$ cat config.mk
export PLATFORM = sky130hd
export DESIGN_NAME = spi_mode_bridge
export DESIGN_NICKNAME = d
export VERILOG_FILES = /design/src/rtl/spi_mode_bridge.sv
export SDC_FILE = /design/constraint.sdc
export NUM_CORES = 1
export LEC_CHECK = 0
export BUFFER_PORTS_ARGS = -buffer_cell sky130_fd_sc_hd__buf_2
export CAP_MARGIN = 15
export CORE_ASPECT_RATIO = 1.75
export CORE_MARGIN = 1.5
export CORE_UTILIZATION = 35
export DETAILED_ROUTE_END_ITERATION = 10
export PLACE_DENSITY_LB_ADDON = 0.08
export SYNTH_ARGS = -nofsm -noshare
export SYNTH_HDL_FRONTEND = slang
export SYNTH_SLANG_ARGS = --single-unit
$ cat constraint.sdc
create_clock -name clk -period 1.5 [get_ports clk]
set_clock_uncertainty 0.15 [all_clocks]
set_input_delay 0.3 -clock clk [delete_from_list [all_inputs] [get_ports clk]]
set_output_delay 0.3 -clock clk [all_outputs]
set_load 0.02 [all_outputs]
$ cat src/rtl/spi_mode_bridge.sv
module spi_mode_bridge #(
  parameter int SYNC_STAGES = 2,
  parameter int TGT_BITS    = 4
) (
  input  logic                       clk,
  input  logic                       rst_n,
  input  logic                       raw_sck_i,
  input  logic                       arm_i,
  input  logic                       sel_n_i,
  input  logic [TGT_BITS:0]          addr_i,
  input  logic                       mosi_i,
  input  logic                       miso_i,
  output logic                       sck_o,
  output logic                       mosi_o,
  output logic                       miso_o,
  output logic [(1<<TGT_BITS)-1:0]   tgt_sel_n_o
);
  localparam int NUM_TGT = 1 << TGT_BITS;
  localparam int TOP     = SYNC_STAGES - 1;

  logic [TOP:0] raw_sync, arm_sync, sel_sync;
  logic raw_s, arm_s, sel_n_s;
  logic armed;
  logic sck_q;
  logic [NUM_TGT-1:0] hot, sel_q;

  always_ff @(posedge clk or negedge rst_n) begin
    if (!rst_n) begin
      raw_sync <= '1;
      arm_sync <= '0;
      sel_sync <= '1;
    end else begin
      raw_sync <= {raw_sync[TOP-1:0], raw_sck_i};
      arm_sync <= {arm_sync[TOP-1:0], arm_i};
      sel_sync <= {sel_sync[TOP-1:0], sel_n_i};
    end
  end

  assign raw_s   = raw_sync[TOP];
  assign arm_s   = arm_sync[TOP];
  assign sel_n_s = sel_sync[TOP];

  always_ff @(posedge clk or negedge rst_n) begin
    if (!rst_n)      armed <= 1'b0;
    else if (!arm_s) armed <= 1'b0;
    else if (!raw_s) armed <= 1'b1;
  end

  always_ff @(posedge clk or negedge rst_n) begin
    if (!rst_n) sck_q <= 1'b0;
    else        sck_q <= arm_s & raw_s & armed;
  end

  always_comb begin
    hot = '0;
    if (!sel_n_s && addr_i[TGT_BITS]) hot[addr_i[TGT_BITS-1:0]] = 1'b1;
  end

  always_ff @(posedge clk or negedge rst_n) begin
    if (!rst_n) sel_q <= '0;
    else        sel_q <= hot;
  end

  assign sck_o       = sck_q;
  assign tgt_sel_n_o = ~sel_q;
  assign mosi_o      = mosi_i;
  assign miso_o      = miso_i;
endmodule


==> results_dict.tcl <==
set metrics [dict create \
    status "finished, final reports clean" \
    synth-async-reset-ratio_pct 100.0 \
    rows 23 \
    core_area_mm2 0.002273 \
    holdPathStages 2 \
    htreeDepth 1 \
    setup_viol 0 \
    port_buffers 26 \
    gr-usage-met2_pct 20.29 \
    drive_gt1_share_pct 36.00 \
    timing.rr.end "sel_q[0]" \
    clock_tree.root_cell "clkbuf_8" \
    synthCells 68 \
    hold_end "sel_q[0]" \
    use_met1_pct 14.16 \
    power_density_mw_per_mm2 1087 \
    nets 113 \
    vias 518 \
    ant_nets 0 \
    syn_area_um2 829.5 \
    hold_start "addr_i[1]" \
    vdd_drop_max_uv 702.4 \
    synth_most_common_cell "dfrtp_1" \
    timing.rr.start "sel_sync[1]" \
    use_met3_pct 1.974 \
    fmax_ghz 0.7777 \
    tightestPinTransition_ns 0.5139 \
    yosys-top-cells-area "dfrtp_1 60%, dfstp_2 13%, inv_1 7.7%" \
    setup_ws_ns 0.2142 \
    r2r_slack_ns 0.28 \
    antenna_cells 0 \
    area_growth_pct 29.11 \
    crit_fanout 1 \
    fin_setup_tns_ns 0 \
    path_clk_slew_ns 0.08 \
    gp_congestion 0.7112 \
    yosysWarnings 0 \
    hold_path.class "input port to flip-flop" \
    rsz0062_at_grt "no" \
    crit_arrival_ns 0.84 \
    synth_common_cells "20 x dfrtp_1, 17 x inv_1, 12 x nor2_1" \
    drc 0 \
    clk_path_buf_depth 2 \
    multi_input_area_um2 145.1 \
    die-area_mm2 0.002683 \
    drv_cap 0 \
    cp-start-kind "flip-flop" \
    ys_ff_latch 24 \
    crit_type "flip-flop to output port" \
    wire_per_inst_um 10.64 \
    post-place-ws_ns 0.1727 \
    synth_nets 80 \
    end_kind "output port" \
    dp_hpwl_um 944.4 \
    r2r_cells 2 \
    cts_tree "built" \
    relSlewSlack_pct 65.74 \
    drtPass1Iterations 2 \
    wl_um 1330 \
    cts_sinks 24 \
    synth_flop_cell "dfrtp_1" \
    first_global_vias 543 \
    fill_cells 231 \
    syn-mean-instance-area_um2 12.20 \
    grt_max_degree 25 \
    grt_pass1_wl_um 2242 \
    regArea_um2 605.6 \
    grt_busiest_layer "met2" \
    hold_viol_final 0 \
    required_ns 1.05 \
    fin_crit_sh_pct 85.72 \
    die_w_um 39.80 \
    netlist.area_leader.share_pct 60.33 \
    cts_buffers 3 \
    fin_hold_ws_ns 0.1245 \
    grt_remaining_overflow 0 \
    seq_area_frac_synth_pct 73.00 \
    drt-initial-drc-count 3 \
    start_util_pct 36.49 \
    clock_latency_ns 0.26 \
    vias_per_cell 4.144 \
    leakagePower_nw 0.4910 \
    antenna_found_initial 0 \
    track_usage_pct 12.34 \
    dieHeight_um 67.40 \
    drv_slew 0 \
    yosys.area.top_type "dfrtp_1" \
    synth.distinct_cells 14 \
    pin_count 31 \
    synth-edff-count 0 \
    finalCriticalPeriod_ns 1.286 \
]
-- placed cells by master (no fill, tap or decap) --
cell type | synthesis | layout
or4b_4 | 1 | 1
nand2b_1 | 2 | 2
dlygate4sd3_1 | 0 | 4
nor3_2 | 1 | 1
clkbuf_8 | 0 | 4
nor3_1 | 3 | 3
inv_1 | 17 | 17
dfstp_2 | 4 | 4
a21boi_1 | 1 | 1
nand4bb_1 | 2 | 2
dfrtp_1 | 20 | 20
nor2_1 | 12 | 12
nand4b_1 | 1 | 1
buf_2 | 0 | 26
and3_1 | 1 | 1
nand2_1 | 1 | 1
-- layout make-up --
cell class / count / area share, %
Clock buffer: 4 / 5.140
Inverter: 17 / 5.958
Multi-Input combinational cell: 25 / 13.55
Sequential cell: 24 / 56.54
Tap cell: 25 / 2.921
Timing Repair Buffer: 30 / 15.89
-- cells by family (layout without fill, tap and decap cells) --
kind of cell | Yosys count | after routing | synth area share, %
AO/OA/AOI/OAI | 1 | 1 | 0.9053
AND/OR/NAND/NOR | 24 | 24 | 16.59
buffers and inverters | 19 | 51 | 9.502
flip-flops | 24 | 24 | 73.00
-- sequential cells by signal, summed over array words and instances, names as in the netlist --
| register | cells |
|---|---|
| arm_sync | 2 |
| sel_q | 16 |
| raw_sync | 2 |
| armed | 1 |
| sck_o | 1 |
| sel_sync | 2 |
-- power by group --
group	switching, mW	internal (mW)	total (mW)
registers	0.00510	0.666	0.671
logic	0.0418	0.0277	0.0696
clock network	0.190	0.234	0.424
total	0.237	0.927	1.16
-- repair_timing --
item | CTS | global route
gates resized for setup | 0 | 0
hold buffers | 4 | 0
buffers inserted | 0 | 0
endpoints found under the hold margin | 23 | 0
-- metal layers --
| layer | part of all wire (%) | up-vias |
|---|---|---|
| met2 | 50 | 20 |
| li1 | - | 264 |
| met1 | 43 | 229 |
| met3 | 3.8 | 5 |
| met4 | 2.6 | 0 |
| met5 | 0 | - |
-- how the worst max path moves through the flow --
stage | from | to | slack [ns] | cells after the start
2_1_floorplan | sel_sync[1] | sel_q[0] | 0.33 | 2
3_3_place_gp | addr_i[3] | sel_q[0] | 0.19 | 3
3_5_place_dp | addr_i[3] | sel_q[0] | 0.17 | 3
4_1_cts | sel_q[0] | tgt_sel_n_o[0] | 0.20 | 2
5_1_grt | sel_q[13] | tgt_sel_n_o[13] | 0.17 | 2
6_report | sel_q[0] | tgt_sel_n_o[0] | 0.21 | 2
-- critical path, stage by stage, from the launching register on --
cell and delay, ns:
dfrtp_1 0.38, inv_1 0.05, buf_2 0.15
-- stage by stage --
| stage | std cells | util [%] | total power, mW | area (um^2) |
|---|---|---|---|---|
| finish | 125 | 47.11 | 1.164 | 1071 |
| global route | 125 | 47.11 | 1.214 | 1071 |
| CTS | 125 | 47.11 | 1.179 | 1071 |
| detailed placement | 117 | 42.93 | 0.7476 | 975.9 |
| global placement | 117 | 42.93 | 0.7455 | 975.9 |
| floorplan | 68 | - | 0.7142 | 829.5 |
No activity file was read; power rests on OpenSTA's default activity.
